==> config.mk <==
export PLATFORM = sky130hd
export DESIGN_NAME = sd_word_fifo
export DESIGN_NICKNAME = d
export VERILOG_FILES = /design/src/rtl/sdf_pkg.sv /design/src/rtl/sdf_store.sv /design/src/rtl/sdf_status.sv /design/src/rtl/sdf_irq.sv /design/src/rtl/sd_word_fifo.sv
export SDC_FILE = /design/constraint.sdc
export NUM_CORES = 1
export LEC_CHECK = 0
export BUFFER_PORTS_ARGS = -buffer_cell sky130_fd_sc_hd__buf_2
export CORE_MARGIN = 10
export CORE_UTILIZATION = 45
export CTS_CLUSTER_SIZE = 8
export DETAILED_ROUTE_END_ITERATION = 6
export SYNTH_ARGS = -nofsm -noshare
export SYNTH_HDL_FRONTEND = slang
export SYNTH_SLANG_ARGS = --single-unit
==> constraint.sdc <==
create_clock -name clk -period 3.79 [get_ports clk]
set_input_delay 0.5685 -clock clk [delete_from_list [all_inputs] [get_ports clk]]
set_output_delay 0.5685 -clock clk [all_outputs]
set_load 0.01 [all_outputs]
==> src/rtl/sdf_pkg.sv <==
// Package: shared status-word layout and interrupt source indices for the
// SD data word FIFO. Assumes a 32-bit status word with a 7-bit byte count.
package sdf_pkg;
    localparam int STAT_W     = 32;
    localparam int BYTE_W     = 7;   // byte count field [6:0]
    localparam int ST_RXHALF  = 7;
    localparam int ST_TXHE    = 8;
    localparam int ST_LAST    = 9;
    localparam int ST_TXPEND  = 10;
    localparam int ST_RXAVAIL = 12;
    localparam int ST_TXRDY   = 13;
    localparam int ST_OVF     = 14;
    localparam int ST_UNF     = 15;
    localparam int CTL_FLUSH  = 16;  // write-only flush request bit
    localparam int IRQ_RXHALF = 0;
    localparam int IRQ_LAST   = 1;
    localparam int IRQ_TXHE   = 2;
    localparam int NUM_IRQ    = 3;
endpackage

==> src/rtl/sdf_store.sv <==
// Module: circular word store with show-ahead head and word counter.
// Pushes into a full store and pops from an empty one are dropped and
// reported as one-cycle events. Flush returns pointers and count to zero.
// Assumes a DEPTH of at least 2.
module sdf_store #(
    parameter int DATA_W = 32,
    parameter int DEPTH  = 16,
    parameter int CNT_W  = 5
) (
    input  logic              clk,
    input  logic              rst_n,
    input  logic              flush,
    input  logic              push,
    input  logic [DATA_W-1:0] push_data,
    input  logic              pop,
    output logic [DATA_W-1:0] head,
    output logic [CNT_W-1:0]  words,
    output logic              ovf_evt,
    output logic              unf_evt
);
    localparam int AW = $clog2(DEPTH);
    localparam logic [AW-1:0]    LAST_IDX = AW'(DEPTH - 1);
    localparam logic [CNT_W-1:0] FULL_CNT = CNT_W'(DEPTH);

    logic [DATA_W-1:0] mem [DEPTH];
    logic [AW-1:0]     wptr, rptr;
    logic              full, empty, push_ok, pop_ok;

    assign full    = (words == FULL_CNT);
    assign empty   = (words == '0);
    assign push_ok = push && !full;
    assign pop_ok  = pop && !empty;
    assign ovf_evt = push && full;
    assign unf_evt = pop && empty;
    assign head    = mem[rptr];

    // Purpose: write an accepted word into the slot at the write pointer.
    always_ff @(posedge clk) begin
        if (push_ok) mem[wptr] <= push_data;
    end

    // Purpose: advance the write pointer with wrap, or clear it.
    always_ff @(posedge clk) begin
        if (!rst_n || flush)  wptr <= '0;
        else if (push_ok)     wptr <= (wptr == LAST_IDX) ? '0 : wptr + 1'b1;
    end

    // Purpose: advance the read pointer with wrap, or clear it.
    always_ff @(posedge clk) begin
        if (!rst_n || flush)  rptr <= '0;
        else if (pop_ok)      rptr <= (rptr == LAST_IDX) ? '0 : rptr + 1'b1;
    end

    // Purpose: track the number of stored words.
    always_ff @(posedge clk) begin
        if (!rst_n || flush) words <= '0;
        else begin
            case ({push_ok, pop_ok})
                2'b10:   words <= words + 1'b1;
                2'b01:   words <= words - 1'b1;
                default: words <= words;
            endcase
        end
    end
endmodule

==> src/rtl/sdf_status.sv <==
// Module: builds the status word from occupancy and direction, and holds
// the last-data flag and the sticky overflow and underflow flags.
// Assumes DEPTH*4 fits in the 7-bit byte count field.
module sdf_status #(
    parameter int DEPTH = 16,
    parameter int CNT_W = 5
) (
    input  logic                      clk,
    input  logic                      rst_n,
    input  logic                      dir_tx,
    input  logic [CNT_W-1:0]          words,
    input  logic                      xfer_end,
    input  logic                      clr_last,
    input  logic                      flush,
    input  logic                      ovf_evt,
    input  logic                      unf_evt,
    output logic [sdf_pkg::STAT_W-1:0] status
);
    import sdf_pkg::*;
    localparam logic [CNT_W-1:0] FULL_CNT = CNT_W'(DEPTH);
    localparam logic [CNT_W-1:0] HALF_CNT = CNT_W'(DEPTH / 2);

    logic last_q, ovf_q, unf_q;

    // Purpose: last receive data flag, set by end of transfer, write-1 clear.
    always_ff @(posedge clk) begin
        if (!rst_n)                   last_q <= 1'b0;
        else if (xfer_end && !dir_tx) last_q <= 1'b1;
        else if (clr_last)            last_q <= 1'b0;
    end

    // Purpose: sticky error flags, cleared by reset or flush.
    always_ff @(posedge clk) begin
        if (!rst_n || flush) begin
            ovf_q <= 1'b0;
            unf_q <= 1'b0;
        end else begin
            if (ovf_evt) ovf_q <= 1'b1;
            if (unf_evt) unf_q <= 1'b1;
        end
    end

    // Purpose: assemble the status word.
    always_comb begin
        status             = '0;
        status[BYTE_W-1:0] = BYTE_W'({words, 2'b00});
        status[ST_RXHALF]  = !dir_tx && (words >= HALF_CNT);
        status[ST_TXHE]    = dir_tx && (words <= HALF_CNT);
        status[ST_LAST]    = last_q;
        status[ST_TXPEND]  = dir_tx && (words != '0);
        status[ST_RXAVAIL] = !dir_tx && (words != '0);
        status[ST_TXRDY]   = dir_tx && (words != FULL_CNT);
        status[ST_OVF]     = ovf_q;
        status[ST_UNF]     = unf_q;
    end
endmodule

==> src/rtl/sdf_irq.sv <==
// Module: gates each interrupt source with its enable bit and ORs them.
// Assumes sources are already level flags.
module sdf_irq #(
    parameter int N = 3
) (
    input  logic [N-1:0] src,
    input  logic [N-1:0] mask,
    output logic         irq
);
    logic [N-1:0] gated;
    // Purpose: per-source enable gating.
    for (genvar i = 0; i < N; i++) begin : g_gate
        assign gated[i] = src[i] & mask[i];
    end
    assign irq = |gated;
endmodule

==> src/rtl/sd_word_fifo.sv <==
// Module: SD data word FIFO top. Routes push and pop strobes by direction,
// decodes status writes, and exposes status and interrupt request.
// Assumes software changes direction only while the FIFO is idle.
module sd_word_fifo #(
    parameter int DATA_W = 32,
    parameter int DEPTH  = 16
) (
    input  logic                 clk,
    input  logic                 rst_n,
    input  logic                 dir_tx_i,
    input  logic                 bus_wr_en_i,
    input  logic [DATA_W-1:0]    bus_wr_data_i,
    input  logic                 bus_rd_en_i,
    output logic [DATA_W-1:0]    bus_rd_data_o,
    input  logic                 ser_push_i,
    input  logic [DATA_W-1:0]    ser_push_data_i,
    input  logic                 ser_pop_i,
    output logic [DATA_W-1:0]    ser_pop_data_o,
    input  logic                 xfer_end_i,
    input  logic                 stat_wr_en_i,
    input  logic [31:0]          stat_wr_data_i,
    input  logic [2:0]           int_mask_i,
    output logic [31:0]          status_o,
    output logic                 irq_o
);
    import sdf_pkg::*;
    localparam int CNT_W = $clog2(DEPTH + 1);

    logic              push, pop, flush, clr_last, ovf_evt, unf_evt;
    logic [DATA_W-1:0] push_data, head;
    logic [CNT_W-1:0]  words;
    logic [NUM_IRQ-1:0] irq_src;

    // Purpose: select the active producer and consumer by direction.
    always_comb begin
        push      = dir_tx_i ? bus_wr_en_i   : ser_push_i;
        push_data = dir_tx_i ? bus_wr_data_i : ser_push_data_i;
        pop       = dir_tx_i ? ser_pop_i     : bus_rd_en_i;
    end

    assign flush    = stat_wr_en_i && stat_wr_data_i[CTL_FLUSH];
    assign clr_last = stat_wr_en_i && stat_wr_data_i[ST_LAST];

    sdf_store #(.DATA_W(DATA_W), .DEPTH(DEPTH), .CNT_W(CNT_W)) store_i (
        .clk(clk), .rst_n(rst_n), .flush(flush),
        .push(push), .push_data(push_data), .pop(pop),
        .head(head), .words(words), .ovf_evt(ovf_evt), .unf_evt(unf_evt)
    );

    sdf_status #(.DEPTH(DEPTH), .CNT_W(CNT_W)) status_i (
        .clk(clk), .rst_n(rst_n), .dir_tx(dir_tx_i), .words(words),
        .xfer_end(xfer_end_i), .clr_last(clr_last), .flush(flush),
        .ovf_evt(ovf_evt), .unf_evt(unf_evt), .status(status_o)
    );

    assign irq_src[IRQ_RXHALF] = status_o[ST_RXHALF];
    assign irq_src[IRQ_LAST]   = status_o[ST_LAST];
    assign irq_src[IRQ_TXHE]   = status_o[ST_TXHE];

    sdf_irq #(.N(NUM_IRQ)) irq_i (
        .src(irq_src), .mask(int_mask_i), .irq(irq_o)
    );

    assign bus_rd_data_o  = head;
    assign ser_pop_data_o = head;
endmodule

* After elaboration in Yosys (flattened, before gate mapping)
Memories as Yosys holds them, arrays and structs flattened. A register that Yosys moved wholly into a read port is not among the register bits. Index checks and enable logic that the tools add are counted.
Storage, ports and cells: flip-flop bits (word level) 16, bits in latches 0, bits in writable memories 512, bits in read-only memories 0, input bits 108, output and inout bits 97, logic and storage cells 56, memories kept 1
Memory list:
- store_i.mem | words 16, bits a word 32, read ports 1, clocked after Yosys merged registers in 1, wr ports 1, RTL line sdf_store.sv:25 | logic [DATA_W-1:0] mem [DEPTH];
Operators by class: add/subtract/negate cells 4, multiply operators 0, divide/modulo/power cells 0, magnitude comparators 2, equality and inequality tests 6, shift-type cells 0, multiplexer cells 12, bitwise gates (word level) 3, reductions and logical operators 22
Operators by type and width (number):
- $mux 32 | 1
- $mux 4 | 4
- $logic_and 1x1->1 | 12
- $pmux 5 s2 | 1
- $add 4x1->4 const B | 2
- $eq 4x4->1 const B | 2
- $mux 1 | 6
- $add 5x1->5 const B | 1
- $eq 5x5->1 const B | 1
- $ge 5x4->1 const B | 1
- $le 5x4->1 const B | 1
- $logic_not 5->1 | 1
- $ne 5x5->1 const B | 1
- $reduce_bool 5->1 | 1
- $sub 5x1->5 const B | 1
- $logic_not 1->1 | 4
- $reduce_bool 2->1 | 2
- $and 1x1->1 | 3
- $reduce_or 3->1 | 1
- $eq 2x1->1 const B | 1
- $eq 2x2->1 const B | 1
- $logic_or 1x1->1 | 1

* Depth between registers and ports, before layout
Gate-level depths: netlist of run 1.
word-level depth 5, gate-level depth with buffers 13, mapped depth without buffers 11

* Cells and area by module
Synthesis of run 1 repeated with hierarchy kept, for this count alone.
Second synthesis, totals: cells, all modules 960, area, all modules 21515.6 µm²
Modules (own cells, without submodules):
- sdf_store | instances 1, cells an instance 837, area an instance 20314.5 µm², sequential area each 15715.1 µm²
- sd_word_fifo | instances 1, cells an instance 72, area an instance 819.5 µm², sequential area each 0.0 µm²
- sdf_status | instances 1, cells an instance 49, area an instance 367.9 µm², sequential area each 60.1 µm²
- sdf_irq | instances 1, cells an instance 2, area an instance 13.8 µm², sequential area each 0.0 µm²

* Worst setup path before layout of run 1
OpenSTA, ideal clock, no wires.
kind in2reg, from input dir_tx_i, to register store_i.words[2], data arrival time 2.689 ns, setup slack 0.982 ns, cell stages on the path 12, path buffers 1, path through mux2_4 a21boi_2 inv_1 ha_1 buf_2 xor2_1 ha_1 or3b_2 a21oi_1 a21o_1 o21ai_0 nor3b_1
On the way: word-level cells in the longest chain between the ends 4, elaborated cells between the ends (all ways) 8
Ends and longest elaborated chain:
- start: declaration | RTL line sd_word_fifo.sv:10 | input logic dir_tx_i,
- $mux 1, on equally long branches | RTL line sd_word_fifo.sv:38, sd_word_fifo.sv:36
- $logic_and 1x1->1, on equally long branches | RTL line sdf_store.sv:32, sdf_store.sv:31
- $eq 2x1->1 / $eq 2x2->1 (equally long branches) | RTL line sdf_store.sv:58 | case ({push_ok, pop_ok})
- $pmux 5 s2 / $reduce_bool 2->1 (equally long branches)
- end signal: assignment | RTL line sdf_store.sv:59 | 2'b10: words <= words + 1'b1;
- end signal: assignment | RTL line sdf_store.sv:60 | 2'b01: words <= words - 1'b1;
- end signal: assignment | RTL line sdf_store.sv:61 | default: words <= words;
- end: declaration | RTL line sdf_store.sv:17 | output logic [CNT_W-1:0] words,
Parallel ways exist; a longest one is shown, timed or not. A chain may end at the register's enable or synchronous reset.

==> results of run 1 <==
[critical path: cells and delay by family (launching register included)]
family   cells  cell delay [ns]
flops        1             0.61
mux          2             1.15
buf+inv      2             0.53
[final timing paths]
kind	start	endpoint	cells past startpoint
hold reg to reg	status_i.unf_q	status_i.unf_q	2
hold / removal	rst_n	status_i.last_q	2
setup reg to reg	store_i.words[1]	store_i.words[2]	11
setup / recovery	register	ser_pop_data_o[22]	4
[cells by family after synthesis]
kind of cell             count (synthesis)  synth area share (%)
other                                    1                0.0177
XOR/XNOR                                 6                 0.247
flip-flops                             532                  74.3
multiplexers                           201                  19.1
adder cells (fa/ha/maj)                  8                 0.471
AO/OA/AOI/OAI                           26                 0.854
buffers and inverters                  104                  3.13
AND/OR/NAND/NOR                         70                  1.87
[layer usage]
layer	up-vias	track usage, %
met5	-	0
met4	0	4.97
met3	62	3.64
met2	347	26.5
met1	5210	21.8
li1	4245	-
[cells in the final DEF (no fill, tap or decap), drive strengths merged, types with 2 or more instances in the layout]
master / n
edfxtp: 512
buf: 185
mux4: 160
clkbuf: 96
mux2: 34
dfxtp: 20
conb: 19
nor2: 18
and2: 18
nand2: 8
ha: 8
a21oi: 8
mux2i: 7
nand3: 6
inv: 5
xor2: 5
o21ai: 4
and3: 4
nor3: 3
nor2b: 3
nor3b: 2
or3b: 2
or4: 2
a31oi: 2
clkinv: 2
nor4: 2
a21boi: 2
[state kept, by name, indices dropped and copies added (netlist names), named ones only]
register and cells:
status_i.ovf_q 1, store_i.words 5, store_i.mem 512, store_i.rptr 4
status_i.unf_q 1, status_i.last_q 1, store_i.wptr 4
[power by group through the flow]
stage | clock network [mW] | logic (mW) | registers (mW)
floorplan | 0 | 1.88 | 6.81
global placement | 0 | 2.36 | 6.89
detailed placement | 0 | 2.37 | 6.90
CTS | 6.12 | 2.38 | 6.79
global route | 6.39 | 2.53 | 6.80
finish | 6.00 | 2.32 | 6.79
[area by class of cell]
class | instances | area (µm²)
clock inverters | 2 | 7.51
fillers | 3587 | 21900
diodes | 1 | 2.50
inverters | 5 | 18.8
clock buffers | 96 | 2080
repair buffers | 185 | 1260
flip-flops and latches | 532 | 15800
multi-input cells | 330 | 4880
well taps | 607 | 759
[metrics by stage]
step                total power, mW  util [%]  cell area (µm²)  cells
floorplan                      8.69         -            21300    966
global placement               9.25      48.7            22700   1659
detailed placement             9.27      48.7            22700   1659
CTS                            15.3      53.2            24800   1757
global route                   15.7      53.2            24800   1757
finish                         15.1      53.2            24800   1758
==> run summary, run 1 <==
Slowest-stage cell, CP - dfxtp_4
Final setup violation count - 0
cell with the most instances after synthesis - edfxtp_1
Req. time, crit path - 3.22 ns
CTS tree - done
pre-CTS WS - 0.512 ns
CTS Buf Count - 76
clock latency on the worst-skew pair - 0.58 ns
CP Class - reg -> out
metal2 WL - 22.6 mm
Primary FF master, synth - edfxtp_1
worst setup margin - 0.335 ns
Die Span Y - 237 µm
Lkg Pwr - 8.03 nW
Critical Path AT - 2.89 ns
Seq pwr share - 44.9%
Slew @ Worst Pin - 0.690 ns
Clock Skew - 0.0188 ns
setup TNS - 0 ns
FMAX - 289 MHz
area of the die - 56,300 µm²
Vias - 9,864
met1 WL - 19.5 mm
final worst path period need - 3.46 ns
H-tree depth - 3
combinational group share of total power - 15.4%
syn avg cell area - 22.4 µm²
gr usage total - 16.3%
total clock sinks - 532
Synth area leaders - edfxtp_1 (72%), mux4_2 (17%), buf_4 (2.3%), dfxtp_1 (1.9%), mux2_2 (1.7%)
Post-synth top cells - edfxtp_1 (512), mux4_2 (160), buf_4 (65)
Routed WL - 45.8 mm
internal power - 11.6 mW
Worst Hold Class - in -> reg
Site Rows - 79
status - completed
global-route wire length before repair - 68.9 mm
vias in the first global route - 10.8k
switching power - 3.53 mW
power share of the clock group - 39.7%
ys async rst share - 0%
layout cells sized above 1 - 42.5%
post-DP HPWL - 25.9 mm
routed wl met3 - 2.91 mm
hold_buf cts - 0
worst-path cell chain - buf_12 > mux4_2 > mux4_2 > buf_2
cell count after synthesis - 948
Hold Vio Cnt, Final - 0
wire per inst - 26.1 µm
Max clock buf depth - 3
ANT nets after route - 0
sw frac - 23.3%
cell taking the most area after synthesis - edfxtp_1
nature of the critical path startpoint - register
Max Cap Viol - 0
Clk pin slew, worst setup/hold paths - 0.05 ns
global placement routability congestion - 0.695
Max VDD drop - 0.342 mV
Final nets - 1,246
antenna violations before repair - 2
Netlist cell types - 50
crit-path most repeated cell - mux4_2
top-area cell type share of the netlist area - 72.4%
Max stage delay on crit path - 0.61 ns
FF+latch count, synth - 532
# Post-CTS Setup Buffers - 0
Post-synth EDFFs - 512
total grt overflow - 0
die width - 237 µm
root buf cell - clkbuf_16
pins over their slew limit - 0
Seq/Total Area, Yosys - 74.3%
Final Cycle Share - 91.2%
area grow syn2layout - 16.8%
Power Density - 609 nW/µm²
r2r setup slk - 0.66 ns
Initial Util - 45.5%
Slew headroom - 54.0%
Remaining DRCs - 0
core area - 46,700 µm²
drt pass-1 iters - 6
Worst setup EP type - primary output
unrepaired setup endpoints after global routing - no
Ys Warns - 0
top layer in use - met4
CTS resizes - 0
Hold WS - 0.238 ns
drt initial violations - 792
post-synth design cell area - 21,200 µm²
number of top-level pins - 205
port bufs - 155
largest net degree at the start of global routing - 40
highest net fanout along the worst path - 33
vias per inst - 5.61
Note: power is estimated with default switching activity, not from simulation.
==> run 2: changes to the inputs <==
Settings changed: SYNTH_HIERARCHICAL set to 1.
==> run 2 against run 1 <==
Net effect: die area is 1.2% higher; critical path depth stayed put; sequential power hardly changed; first-iteration DRC count is 7.3% lower; register-to-register slack better by 0.30 ns; cell area is 0.60% higher; hold slack better by 0.0053 ns; sequential share of layout area is 0.38 points lower; cell count is 1.3% higher; clock power is 3% lower; core utilization is 0.68 points lower; highest routed layer unchanged.
==> run summary, run 2 <==
Primary FF master, synth - edfxtp_1
CP Depth - 4 (unchanged)
Netlist cell types - 49 (-2.0%)
clock latency on the worst-skew pair - 0.60 ns (+0.02 ns)
Slowest-stage cell, CP - mux4_1
post-synth design cell area - 21,500 µm² (+1.3%)
root buf cell - clkbuf_16
post-DP HPWL - 25.5 mm (-1.8%)
drt initial violations - 734 (-7.3%)
CTS resizes - 0 (unchanged)
Site Rows - 80 (+1.3%)
worst setup margin - 0.436 ns (+0.101 ns)
total clock sinks - 532 (unchanged)
Max clock buf depth - 3 (unchanged)
commonest non-fill, non-tap cell in the layout - edfxtp_1
global placement routability congestion - 0.715 (+2.9%)
area of the die - 57,000 µm² (+1.2%)
Biggest register - store_i/mem
Remaining DRCs - 0 (unchanged)
drt pass-1 iters - 4 (-2)
# Post-CTS Setup Buffers - 0 (unchanged)
register area - 15,800 µm² (unchanged)
Clk pin slew, worst setup/hold paths - 0.05 ns (about the same)
unrepaired setup endpoints after global routing - no
CTS tree - done
Max VDD drop - 0.445 mV (+30%)
pins over their slew limit - 0 (unchanged)
Hold WS - 0.243 ns (+0.00530 ns)
WHS Path Cells - 3 (+1)
area of placed instances - 22,900 µm² (+1.0%)
Routed WL - 45.5 mm (-0.76%)
Seq/Total Area, Yosys - 73.3% (-0.96 points)
syn avg cell area - 22.4 µm² (about the same)
CP delay by family, top - multiplexers
Synth area leaders - edfxtp_1 (71%), mux4_2 (14%), mux4_1 (2.9%), buf_4 (2.1%), mux2_4 (2.1%)
Req. time, crit path - 3.22 ns (about the same)
Finished Cell Area - 25,000 µm² (+0.60%)
top-area cell type share of the netlist area - 71.5% (-0.94 points)
hold_buf cts - 0 (unchanged)
ys async rst share - 0% (unchanged)
Critical Path AT - 2.79 ns (-0.10 ns)
cell count after synthesis - 960 (+1.3%)
pre-CTS WS - 0.826 ns (+0.314 ns)
# fillers - 3,674 (+2.4%)
Post-synth EDFFs - 512 (unchanged)
Power Density - 596 nW/µm² (-2.2%)
Ys Warns - 6 (+6)
gr usage total - 16.3% (-0.064 points)
vias in the first global route - 10.6k (-2.2%)
Hold Vio Cnt, Final - 0 (unchanged)
Clock Skew - 0.0299 ns (+0.0112 ns)
Multi-input gate area - 5120 µm² (+5.0%)
worst-path cell chain - buf_12 > mux4_1 > mux4_2 > buf_2
layout cells sized above 1 - 40.4% (-2.1 points)
Final setup violation count - 0 (unchanged)
Largest register FFs - 512 (unchanged)
cell taking the most area after synthesis - edfxtp_1
vias per inst - 5.59 (-0.46%)
Die Span Y - 239 µm (+0.60%)
area grow syn2layout - 16.0%
Vias - 9,947 (+0.84%)
H-tree depth - 3 (unchanged)
Worst Path Buf+Inv - 2 (unchanged)
Worst setup EP type - primary output
antenna violations before repair - 0 (-2)
CTS Buf Count - 76 (unchanged)
final worst path period need - 3.35 ns (-0.101 ns)
Worst Hold Class - in -> reg
top flop regs - store_i/mem x512, store_i/words x5
Max stage delay on crit path - 0.65 ns (+0.04 ns)
Initial Util - 45.3% (-0.27 points)
core area - 47,500 µm² (+1.9%)
Max Cap Viol - 0 (unchanged)
wire per inst - 25.5 µm (-2.0%)
Slew headroom - 53.3% (-0.65 points)
port bufs - 155 (unchanged)
setup TNS - 0 ns (unchanged)
ant diodes - 0 (-1)
FF+latch count, synth - 532 (unchanged)
total grt overflow - 0 (unchanged)
number of top-level pins - 205 (unchanged)
largest net degree at the start of global routing - 63 (+57%)
Final nets - 1,263 (+1.4%)
FF-to-FF path depth - 10 (-1)
highest net fanout along the worst path - 36 (+9.1%)
global-route wire length before repair - 68.0 mm (-1.4%)
Post-synth top cells - edfxtp_1 (512), mux4_2 (136), buf_4 (60)
commonest cells after routing, fill and taps aside - edfxtp_1 (512), buf_2 (155), mux4_2 (136), clkbuf_16 (77), buf_4 (32)
Lkg Pwr - 8.15 nW (+1.4%)
nature of the critical path startpoint - register
status - completed
FMAX - 298 MHz (+3.0%)
die width - 239 µm (+0.60%)
Final Cycle Share - 88.5% (-2.7 points)
ANT nets after route - 0 (unchanged)
cell with the most instances after synthesis - edfxtp_1
CP Class - reg -> out
Slew @ Worst Pin - 0.700 ns (+0.00975 ns)
[run 2: per-stage QoR]
step           std cells  utilization (%)  power, mW
2_1_floorplan        978                -       8.71
3_3_place_gp        1685             48.3       9.17
3_5_place_dp        1685             48.3       9.19
4_1_cts             1781             52.5       15.1
5_1_grt             1781             52.5       15.5
6_report            1781             52.5       14.9
[run 2: cell type report]
type	instances	area share, %
clock buffer	93	7.96
sequential	532	63.3
clock inverter	3	0.0903
inverter	7	0.105
timing repair buffer	198	4.95
multi-input combinational	333	20.5
tap	615	3.08
[run 2: per-layer routing]
metal  up-vias  global-route usage [%]  share of wire (%)
li1       4318                       -                  -
met4         0                    5.34                1.6
met5         -                       0                  0
met3        59                    3.33                5.2
met2       268                    26.2                 50
met1      5302                    21.8                 44
[run 2: tightest hold or removal path, stage by stage]
cell and delay (ns):
buf_2 0.10, nand2b_1 0.06, a21boi_1 0.06
[run 2: kinds of logic after synthesis]
kind of cell	count (synthesis)	share of synthesized area, %
DFF	532	73.3
muxes	195	19.5
buffers and inverters	113	3.80
and+or+nand+nor	73	1.67
AOI/OAI and AO/OA	33	1.02
adders and majority gates	7	0.407
xor gates and xnor gates	6	0.244
other	1	0.0174
[run 2: power by group]
| part | internal [mW] | switching (mW) | total [mW] |
|---|---|---|---|
| Combinational | 1.15 | 1.12 | 2.27 |
| Sequential | 6.65 | 0.109 | 6.76 |
| Clock | 3.60 | 2.24 | 5.84 |
[run 2: worst paths after layout]
kind	startpoint	end	slack, ns
hold reg to reg	status_i/unf_q	status_i/unf_q	0.47
setup / recovery	register	bus_rd_data_o[21]	0.44
hold / removal	xfer_end_i	status_i/last_q	0.24
setup reg to reg	store_i/words[0]	store_i/words[4]	0.96
==> run 3: changes to the inputs <==
Settings changed: CTS_CLUSTER_SIZE 8 to 10, SYNTH_HIERARCHICAL 1 to unset.
Clock period 3.79 ns to 4.1 ns, I/O delays scaled along.
==> run 3 against run 2 <==
Net effect: sequential share of layout area grew 1.9 points; worst setup slack gained 0.15 ns; critical path depth is the same; global-route usage grew 0.094 points; routed wire length grew 0.38%; core utilization shrank 0.58 points; non-clock buffer count shrank 15; combinational power shrank 7%; die area shrank 1.2%; clock power shrank 22%.
==> run summary, run 3 (same netlist as run 1, synthesis figures left out) <==
Final setup violation count - 0 (unchanged)
dpl cells - 1,657 (-1.7%)
gr usage total - 16.4% (+0.094 points)
Biggest register - store_i.mem
CTS Buf Count - 59 (-22%)
status - completed
Critical Path AT - 2.90 ns (+0.11 ns)
drt pass-1 iters - 5 (+1)
Lkg Pwr - 7.76 nW (-4.8%)
Clk pin slew, worst setup/hold paths - 0.06 ns (about the same)
Remaining DRCs - 0 (unchanged)
Seq pwr share - 48.4% (+3.0 points)
Site Rows - 79 (-1.3%)
clock latency on the worst-skew pair - 0.60 ns (about the same)
area of the die - 56,300 µm² (-1.2%)
Power Density - 533 nW/µm² (-10%)
Routed WL - 45.6 mm (+0.38%)
port bufs - 155 (unchanged)
r2r setup slk - 0.95 ns (about the same)
Final Util - 51.9% (-0.58 points)
Slew headroom - 50.3% (-3.1 points)
CTS resizes - 0 (unchanged)
Pwr Total - 12.9 mW (-13%)
Worst Hold Class - in -> reg
root buf cell - clkbuf_16
largest net degree at the start of global routing - 46 (-27%)
CP Class - reg -> out
unrepaired setup endpoints after global routing - no
Max VDD drop - 0.310 mV (-30%)
FMAX - 284 MHz
Clock Skew - 0.0175 ns (-0.0125 ns)
highest net fanout along the worst path - 15 (-58%)
crit path to - ser_pop_data_o[22]
setup TNS - 0 ns (unchanged)
Hold WS - 0.253 ns (+0.00987 ns)
power share of the clock group - 35.1% (-4.2 points)
core area - 46,700 µm² (-1.9%)
layout cells sized above 1 - 41.4% (+1.0 points)
Initial Util - 45.5% (+0.27 points)
top flop regs - store_i.mem x512, store_i.words x5
total clock sinks - 532 (unchanged)
sw frac - 23.8% (+0.50 points)
final worst path period need - 3.52 ns
die width - 237 µm (-0.59%)
vias per inst - 5.65 (+1.2%)
switching power - 3.08 mW (-11%)
Slew @ Worst Pin - 0.746 ns (+0.0458 ns)
internal power - 9.84 mW (-14%)
vias in the first global route - 10.6k (+0.076%)
Final nets - 1,227 (-2.9%)
Worst setup EP type - primary output
combinational group share of total power - 16.4% (+1.2 points)
Die Span Y - 237 µm (-0.59%)
Hold Vio Cnt, Final - 0 (unchanged)
drt initial violations - 972 (+32%)
ANT nets after route - 0 (unchanged)
Layout Cells excl Fill - 1,736 (-2.5%)
Worst R2R End - store_i.words[2]
number of top-level pins - 205 (unchanged)
nature of the critical path startpoint - register
commonest cells after routing, fill and taps aside - edfxtp_1 (512), mux4_2 (160), buf_2 (155), clkbuf_16 (61), mux2_2 (33)
Req. time, crit path - 3.48 ns (+0.26 ns)
CTS tree - done
post-DP HPWL - 25.5 mm (+0.24%)
Max Cap Viol - 0 (unchanged)
area grow syn2layout - 14.0%
Largest register FFs - 512 (unchanged)
global-route wire length before repair - 68.3 mm (+0.52%)
antenna violations before repair - 1 (+1)
hold_buf cts - 0 (unchanged)
# Post-CTS Setup Buffers - 0 (unchanged)
pins over their slew limit - 0 (unchanged)
Max clock buf depth - 3 (unchanged)
commonest non-fill, non-tap cell in the layout - edfxtp_1
global placement routability congestion - 0.698 (-2.4%)
origin of the critical flop-to-flop path - store_i.words[1]
wire per inst - 26.3 µm (+3.0%)
FF-to-FF path depth - 11 (+1)
Final Cycle Share - 85.8%
Vias - 9,816 (-1.3%)
total grt overflow - 0 (unchanged)
H-tree depth - 2 (-1)
==> run 3: cell types whose count changed in the layout (fill, tap and decap cells not counted), moves of 16 or more <==
cell / change
mux2_2: +29
mux2_4: -29
mux4_1: -24
mux4_2: +24
buf_4: -19
and2_2: +16
clkbuf_16: -16
==> run 3: cell type report <==
class | count | area [µm²]
fillers | 3647 | 22400
flip-flops and latches | 532 | 15800
multi-input cells | 330 | 4880
clock buffers | 77 | 1590
repair buffers | 183 | 1170
well taps | 607 | 759
inverters | 5 | 18.8
clock inverters | 1 | 3.75
diodes | 1 | 2.50
==> run 3: worst min path at each step <==
stage | from | end | slack [ns] | cells after the start
6_report | rst_n | status_i.last_q | 0.25 | 2
5_1_grt | rst_n | status_i.last_q | 0.25 | 2
4_1_cts | rst_n | status_i.last_q | 0.23 | 2
3_5_place_dp | status_i.unf_q | status_i.unf_q | 0.47 | 2
3_3_place_gp | status_i.ovf_q | status_i.ovf_q | 0.45 | 2
2_1_floorplan | status_i.unf_q | status_i.unf_q | 0.44 | 2
==> run 3: metal layers <==
| layer | GRT usage, % | up-vias | part of all wire (%) |
|---|---|---|---|
| met3 | 4.00 | 73 | 6.3 |
| met5 | 0 | - | 0 |
| li1 | - | 4215 | - |
| met2 | 26.2 | 312 | 49 |
| met4 | 4.49 | 0 | 2.1 |
| met1 | 22.1 | 5216 | 42 |
==> run 3: power by group through the flow <==
stage	registers, mW	logic (mW)	clock network (mW)
floorplan	6.30	1.74	0
global placement	6.36	2.16	0
detailed placement	6.37	2.18	0
CTS	6.26	2.18	4.65
global route	6.27	2.32	4.88
finish	6.26	2.12	4.54
==> run 3: metrics by stage <==
stage | instance area, µm² | worst slack, ns
final | 24200 | 0.584
after global routing | 24200 | 0.419
after CTS | 24200 | 0.496
after detailed placement | 22600 | 0.753
after global placement | 22600 | 0.768
after floorplan | 21300 | 1.25
==> run 3: worst max-delay path, stage by stage (launching register included) <==
cell     delay, ns
dfxtp_4       0.56
buf_4         0.38
mux4_2        0.55
mux4_2        0.59
buf_2         0.19
